### config.mk
export PLATFORM = sky130hd
export DESIGN_NAME = evring_producer
export DESIGN_NICKNAME = d
export VERILOG_FILES = /design/src/rtl/evring_pkg.sv /design/src/rtl/evring_ptr.sv /design/src/rtl/evring_post.sv /design/src/rtl/evring_producer.sv
export SDC_FILE = /design/constraint.sdc
export NUM_CORES = 1
export LEC_CHECK = 0
export CORE_MARGIN = 4
export CORE_UTILIZATION = 38
export CTS_CLUSTER_DIAMETER = 150
export DETAILED_ROUTE_END_ITERATION = 6
export GPL_TIMING_DRIVEN = 1
export PLACE_DENSITY = 0.72
export REMOVE_ABC_BUFFERS = 1
export SLEW_MARGIN = 20
export SYNTH_ARGS = -nofsm -noshare
export SYNTH_HDL_FRONTEND = slang
export SYNTH_SLANG_ARGS = --single-unit
### constraint.sdc
create_clock -name clk -period 1.6 [get_ports clk]
set_input_delay 0.16 -clock clk [delete_from_list [all_inputs] [get_ports clk]]
set_output_delay 0.16 -clock clk [all_outputs]
set_load 0.02 [all_outputs]
### src/rtl/evring_pkg.sv
// Shared types for the event ring producer.
// Assumes: kind codes are decoded by host software and must stay fixed.
package evring_pkg;

    // Event kind codes carried in the top two descriptor bits
    typedef enum logic [1:0] {
        EVK_XFER_DONE = 2'b00,
        EVK_CMD_DONE  = 2'b01,
        EVK_STATE_CHG = 2'b10,
        EVK_SPARE     = 2'b11
    } ev_kind_e;

    // Posting sequencer states
    typedef enum logic {
        PST_IDLE  = 1'b0,
        PST_WRITE = 1'b1
    } post_state_e;

endpackage

### src/rtl/evring_ptr.sv
// Local read/write pointer pair for the event ring.
// Read pointer: the next slot the device fills. Write pointer: the host's
// return mark. Full when equal; empty when wrap(wp + 1) equals rp.
// Assumes ring_len_i is in 2..2^PTR_W and host values are below ring_len_i.
module evring_ptr #(
    parameter int PTR_W = 4
) (
    input  logic             clk,
    input  logic             rst_n,
    input  logic [PTR_W:0]   ring_len_i,
    input  logic [PTR_W-1:0] host_wp_i,
    input  logic             host_wp_we_i,
    input  logic             advance_i,
    output logic [PTR_W-1:0] rp_o,
    output logic             full_o,
    output logic             empty_o
);

    localparam logic [PTR_W:0] ONE_W = (PTR_W+1)'(1);

    logic [PTR_W-1:0] rp_q;
    logic [PTR_W-1:0] wp_q;
    logic [PTR_W-1:0] rp_step;
    logic [PTR_W-1:0] wp_step;

    // Advance a pointer by one slot, wrapping at the programmed length
    function automatic logic [PTR_W-1:0] wrap_inc(input logic [PTR_W-1:0] p,
                                                  input logic [PTR_W:0]   len);
        if ({1'b0, p} == len - ONE_W) return '0;
        return p + 1'b1;
    endfunction

    // Next-slot values for both pointers
    always_comb begin
        rp_step = wrap_inc(rp_q, ring_len_i);
        wp_step = wrap_inc(wp_q, ring_len_i);
    end

    // Read pointer: moves only when a descriptor write completes
    always_ff @(posedge clk) begin
        if (!rst_n)         rp_q <= PTR_W'(1);
        else if (advance_i) rp_q <= rp_step;
    end

    // Write pointer: loaded by the host when it returns slots
    always_ff @(posedge clk) begin
        if (!rst_n)            wp_q <= '0;
        else if (host_wp_we_i) wp_q <= host_wp_i;
    end

    assign rp_o    = rp_q;
    assign full_o  = (rp_q == wp_q);
    assign empty_o = (wp_step == rp_q);

    // a full ring never sees a completed post
    p_no_overflow_r6: assert property (@(posedge clk) disable iff (!rst_n)
        full_o |-> !advance_i);

    // read pointer is frozen when no write completes
    p_rp_hold_r4: assert property (@(posedge clk) disable iff (!rst_n)
        !advance_i |=> $stable(rp_q));

    // full and empty cannot both hold for a ring of two or more slots
    p_full_empty_excl_r8: assert property (@(posedge clk) disable iff (!rst_n)
        !(full_o && empty_o));

endmodule

### src/rtl/evring_post.sv
// Posting sequencer: accepts one event, holds its descriptor on the memory
// write request until acknowledged, then reports the advance and pulses
// the interrupt register for one cycle.
// Assumes the memory side keeps wr_ack_i low while no request is raised.
module evring_post
    import evring_pkg::*;
#(
    parameter int DESC_W = 26
) (
    input  logic              clk,
    input  logic              rst_n,
    input  logic              ev_valid_i,
    input  logic [DESC_W-1:0] ev_desc_i,
    input  logic              full_i,
    output logic              ev_ready_o,
    output logic              wr_req_o,
    output logic [DESC_W-1:0] wr_data_o,
    input  logic              wr_ack_i,
    output logic              advance_o,
    output logic              irq_o
);

    post_state_e       state_q;
    logic [DESC_W-1:0] desc_q;
    logic              irq_q;
    logic              accept;

    // Handshake decode
    always_comb begin
        ev_ready_o = (state_q == PST_IDLE) && !full_i;
        accept     = ev_valid_i && ev_ready_o;
        advance_o  = (state_q == PST_WRITE) && wr_ack_i;
    end

    // State: idle until an event is taken, write until acknowledged
    always_ff @(posedge clk) begin
        if (!rst_n)         state_q <= PST_IDLE;
        else if (accept)    state_q <= PST_WRITE;
        else if (advance_o) state_q <= PST_IDLE;
    end

    // Descriptor capture at acceptance
    always_ff @(posedge clk) begin
        if (!rst_n)      desc_q <= '0;
        else if (accept) desc_q <= ev_desc_i;
    end

    // Interrupt register: one pulse per acknowledged descriptor
    always_ff @(posedge clk) begin
        if (!rst_n) irq_q <= 1'b0;
        else        irq_q <= advance_o;
    end

    assign wr_req_o  = (state_q == PST_WRITE);
    assign wr_data_o = desc_q;
    assign irq_o     = irq_q;

    // unacknowledged request keeps request and data
    p_req_hold_r2: assert property (@(posedge clk) disable iff (!rst_n)
        (wr_req_o && !wr_ack_i) |=> (wr_req_o && $stable(wr_data_o)));

    // nothing accepted while a write is outstanding
    p_busy_no_ready_r3: assert property (@(posedge clk) disable iff (!rst_n)
        wr_req_o |-> !ev_ready_o);

    // interrupt follows an acknowledged write
    p_irq_cause_r5: assert property (@(posedge clk) disable iff (!rst_n)
        irq_o |-> $past(wr_req_o && wr_ack_i));

    // interrupt lasts a single cycle
    p_irq_pulse_r5: assert property (@(posedge clk) disable iff (!rst_n)
        irq_o |=> !irq_o);

endmodule

### src/rtl/evring_producer.sv
// Event ring producer top: joins the pointer pair and the posting
// sequencer. Descriptor layout is {kind[1:0], info}. The write slot is
// the live read pointer, which cannot move while a write is open.
module evring_producer
    import evring_pkg::*;
#(
    parameter int PTR_W  = 4,
    parameter int INFO_W = 24
) (
    input  logic                clk,
    input  logic                rst_n,
    input  logic [PTR_W:0]      ring_len_i,
    input  logic [PTR_W-1:0]    host_wp_i,
    input  logic                host_wp_we_i,
    input  logic                ev_valid_i,
    input  logic [1:0]          ev_kind_i,
    input  logic [INFO_W-1:0]   ev_info_i,
    output logic                ev_ready_o,
    output logic                wr_req_o,
    output logic [PTR_W-1:0]    wr_slot_o,
    output logic [INFO_W+1:0]   wr_data_o,
    input  logic                wr_ack_i,
    output logic                irq_o,
    output logic [PTR_W-1:0]    rp_o,
    output logic                ring_empty_o
);

    localparam int DESC_W = INFO_W + 2;

    logic             full;
    logic             advance;
    logic [PTR_W-1:0] rp;

    evring_ptr #(.PTR_W(PTR_W)) u_ptr (
        .clk          (clk),
        .rst_n        (rst_n),
        .ring_len_i   (ring_len_i),
        .host_wp_i    (host_wp_i),
        .host_wp_we_i (host_wp_we_i),
        .advance_i    (advance),
        .rp_o         (rp),
        .full_o       (full),
        .empty_o      (ring_empty_o)
    );

    evring_post #(.DESC_W(DESC_W)) u_post (
        .clk        (clk),
        .rst_n      (rst_n),
        .ev_valid_i (ev_valid_i),
        .ev_desc_i  ({ev_kind_i, ev_info_i}),
        .full_i     (full),
        .ev_ready_o (ev_ready_o),
        .wr_req_o   (wr_req_o),
        .wr_data_o  (wr_data_o),
        .wr_ack_i   (wr_ack_i),
        .advance_o  (advance),
        .irq_o      (irq_o)
    );

    assign wr_slot_o = rp;
    assign rp_o      = rp;

    // slot index is steady for the whole life of a request
    p_slot_hold_r2: assert property (@(posedge clk) disable iff (!rst_n)
        (wr_req_o && !wr_ack_i) |=> $stable(wr_slot_o));

endmodule

; ---- Word level (Yosys, flattened, before mapping)
; Index checks and enable logic that the tools add are counted.
[totals]
n_memories = 0
input_bits = 40
output_inout_bits = 38
mem_bits_ro = 0
word_cells = 26
mem_bits_rw = 0
latch_bits = 0
ff_bits = 36
[classes]
shifts = 0
mul = 0
magnitude_cmp = 0
div_mod_pow = 0
addsub = 3
n_reduce_logical = 5
n_mux = 8
eq_ne = 4
bitwise_logic = 1
[op_table]
columns = operator, n
row1 = 2-to-1 mux 4 bit, 4
row2 = equality test 4 x 5 -> 1 bit, 2
row3 = "adder 4 x 1 -> 4 bit, second input constant", 2
row4 = equality test 4 bit, 2
row5 = "subtractor 5 x 1 -> 5 bit, second input constant", 1
row6 = 2-to-1 mux 1 bit, 4
row7 = logical AND 1 bit, 3
row8 = nonzero test 2 bit, 1
row9 = logical NOT 1 bit, 1
row10 = NOT 1 bit, 1

; ---- Longest topological paths before layout
[logic_depth]
word_depth = 5
mapped_depth = 7
mapped_depth_nobuf = 7

; ---- Modules after synthesis
; A second synthesis with hierarchy kept.
[unflattened]
hier_cells = 208
area_unflattened_um2 = 1858.0
[modules_own_cells]
columns = mod, area_each_um2, instances, seq_area_each_um2, cells_per_inst
row1 = evring_post, 1138.6, 1, 560.5, 121
row2 = evring_ptr, 689.4, 1, 160.2, 83
row3 = evring_producer, 30.0, 1, 0.0, 4

; ---- Worst setup path before layout
; OpenSTA, ideal clock, no wires.
[synth_path]
path_type = input port to output port
from = input ring_len_i[0]
to = output ring_empty_o
t_arrival_ns = 1.785
required_ns = 1.440
path_slack_ns = -0.345
n_path_buf = 0
stages = 7
path_cell_list = inv_1 > ha_1 > nor3b_4 > xor2_2 > nor2_1 > or3_1 > a2111oi_2
[synth_via]
elab_chain_len = 5
[synth_lines]
columns = item, line_no
row1 = "start, declared", evring_producer.sv:12  ; input logic [PTR_W:0] ring_len_i,
row2 = subtractor 5 x 1 -> 5 bit, evring_ptr.sv:29  ; if ({1'b0, p} == len - ONE_W) return '0;
row3 = equality test 4 x 5 -> 1 bit, evring_ptr.sv:29
row4 = 2-to-1 mux 1 bit, evring_ptr.sv:29
row5 = 2-to-1 mux 4 bit, evring_ptr.sv:30  ; return p + 1'b1;
row6 = equality test 4 bit, evring_ptr.sv:53  ; assign empty_o = (wp_step == rp_q);
row7 = "end, declared", evring_producer.sv:25  ; output logic ring_empty_o
; No other way between the ends.

; ---- Final worst setup path
[layout_path]
from = register u_ptr.wp_q[0]
to = output ring_empty_o
[layout_via]
elab_chain_len = 4
word_cells_on_any_way = 5
cone_classes = add/sub: 1 / eq/ne: 2 / mux: 2
[layout_lines]
columns = item, line_no
row1 = "start, declared", evring_ptr.sv:22  ; logic [PTR_W-1:0] wp_q;
row2 = "start signal, assigned", evring_ptr.sv:48  ; else if (host_wp_we_i) wp_q <= host_wp_i;
row3 = branches (longest 2 deep; another with adder 4 x 1 -> 4 bit), -
row4 = 2-to-1 mux 4 bit *, evring_ptr.sv:30
row5 = equality test 4 bit *, evring_ptr.sv:53
; Every way passes the cells marked *.

==> flow_metrics.tcl <==
set metrics [dict create \
    hpwl_um 3370 \
    async_reset_ff_share_pct 0 \
    worstSetupStartpointType "register" \
    cap_violations 0 \
    synth_compound_area_share_pct 5.72 \
    port_buffers 77 \
    grt_pass1_wl_um 7870 \
    vias 1651 \
    dr.pass1.iters 4 \
    ys_seq_area_share_pct 40.2 \
    fp-row-count 24 \
    cts_tree "yes" \
    fin_util_pct 69.8 \
    place_congestion 0.859 \
    synth_xor_area_share_pct 9.90 \
    max_clock_freq_ghz 0.452 \
    endpoint_kind "output port" \
    fin_setup_tns_ps -2170 \
    track_usage_pct 16.4 \
    synth_commonest_cells "dfxtp_1, mux2i_1, nor2_1" \
    clkSinkCount 36 \
    setup_viol 17 \
    finalNetCount 329 \
    final_cells 338 \
    die-area_um2 5890 \
    syn2layout_area_growth_pct 74.0 \
    period_needed_ps 2210 \
    synth_top_area_cell "dfxtp_1" \
    antenna_found_initial 0 \
    ys_warn_count 0 \
    clockBufferDepth 2 \
    p_total_mw 2.59 \
    diodes 0 \
    top_level_ports 78 \
    drc 0 \
    grt_pass1_vias 1618 \
    ant_nets 0 \
    die_x_um 76.7 \
    grt_setup_unrepaired "yes" \
    ys_top_cells_by_area "dfxtp_1, mux2i_1, nor2_1, xnor2_1, nor2b_1" \
    nFillCells 347 \
    synth-edff-count 0 \
    viasPerCell 4.88 \
    cp.required_ps 1440 \
    wire_per_inst_um 15.1 \
    fin_ws_ps -612 \
    clkTransAtPathRegs_ps 70 \
    yosys.area_share.adder_pct 2.09 \
    dp_slack_ps -1310 \
    dieHeight_um 76.7 \
    finalHoldViolCount 0 \
    relSlewSlack_pct 73.0 \
    core_area_um2 4470 \
    power_density_nw_per_um2 828 \
    h-tree-depth 2 \
    grt_max_degree 24 \
    drive_gt1_share_pct 27.6 \
    syn_area_per_cell_um2 9.80 \
    synth-simple-area-share_pct 18.8 \
    clock-skew-final_ps 3.06 \
    insertion_delay_ps 280 \
    cts_buffers 5 \
    min_path_type "in -> reg" \
    critPathMaxFanout 5 \
    synth.most_common_cell "dfxtp_1" \
    routed_wl_um 5100 \
    leakagePower_nw 1.38 \
    critPathKind "reg -> out" \
    violations "negative setup slack" \
    synth_top_family_by_area "simple AND/OR/NAND/NOR gates" \
    placedCellCount 320 \
    syn_area_um2 1790 \
    netlist.area_leader.share_pct 40.2 \
    fin_crit_sh_pct 138 \
    grt_remaining_overflow 0 \
    finalMaxSlewViolations 0 \
    status "finished with violations" \
    drt_iter0_drc 47 \
    ir_drop_mv 0.684 \
    critPathArrivalTime_ps 2050 \
    worstMarginPinSlew_ps 405 \
    synth_ff_type "dfxtp_1" \
    synth-seq-cells 36 \
    ys_types 39 \
    synthMuxAreaShare_pct 16.7 \
    netlist_instances 183 \
    start_util_pct 40.1 \
    cts_root_buffer "clkbuf_8" \
]
flip-flops by register name (all words and copies together), names as in the netlist:
name	count
u_post.wr_data_o	26
u_post.wr_req_o	1
u_ptr.rp_o	4
u_post.irq_o	1
u_ptr.wp_q	4
power breakdown:
group | leakage, nW | switching (mW) | total [mW] | internal, mW
combinational | 1.03 | 0.385 | 0.898 | 0.513
clock | 0.0503 | 0.298 | 0.682 | 0.383
sequential | 0.299 | 0.0448 | 1.01 | 0.962
worst max-delay path: stages (launching register included):
cell and delay [ps]:
dfxtp_4 360, buf_4 160, xor2_1 160, nand2_1 90
nor2_1 70, or3_4 400, a2111oi_4 340, buf_4 190
through the flow:
| stage | cell area, um2 | hold slack [ps] |
|---|---|---|
| floorplan | 1690 | 232 |
| global placement | 2730 | 473 |
| detailed placement | 2730 | 487 |
| CTS | 3020 | 473 |
| global route | 3120 | 484 |
| finish | 3120 | 479 |
layout make-up:
type | count | area (um2) | area share, %
Clock buffer | 7 | 96.3 | 3.09
Inverter | 4 | 15.0 | 0.481
Multi-Input combinational cell | 127 | 1070 | 34.3
Sequential cell | 36 | 737 | 23.6
Tap cell | 52 | 65.1 | 2.08
Timing Repair Buffer | 112 | 1140 | 36.4
kinds of logic after synthesis:
kind of cell	Yosys count
AOI/OAI and AO/OA	13
xor gates and xnor gates	16
adders and majority gates	3
buffers and inverters	20
DFF	36
muxes	30
and+or+nand+nor	65
worst paths after layout:
check	depth (start not counted)	startpoint	slack (ps)	endpoint
max	7	u_ptr.wp_q[0]	-610	ring_empty_o
max reg2reg	9	u_ptr.wp_q[2]	-130	u_post.wr_data_o[14]
min	3	ev_info_i[18]	480	u_post.wr_data_o[18]
min reg2reg	2	u_post.wr_data_o[11]	500	u_post.wr_data_o[11]
cell usage in the layout, fill, tap and decap left out, drive strengths merged, types with 2 or more instances in the layout:
cell type      Yosys  final
xnor2              8      8
dfxtp             36     36
nor4               2      2
xor2               6      6
o21ai              3      3
ha                 3      3
dlygate4sd2        0      5
buf               12     39
nor2              24     24
nor2b             11     11
xor3               2      2
nand2             12     12
nor3b              3      3
mux2i             30     30
clkdlybuf4s50      0     66
clkbuf             4      8
nor3               2      2
inv                4      4
nand3              4      4
a21oi              3      3
per-layer routing:
| metal | GRT usage (%) | wire [um] |
|---|---|---|
| met4 | 5.07 | 72 |
| met5 | 0 | 0 |
| met1 | 18.4 | 2070 |
| met2 | 27.4 | 2430 |
| met3 | 8.08 | 530 |
repair_timing:
item                       in CTS  in global routing
gates cloned                    2                  1
hold buffers                    0                  0
resized for setup              58                 21
setup buffers                   7                  2
pin swaps                      13                 14
setup endpoints to repair      38                 35
Power figures use the tool's default switching activity.
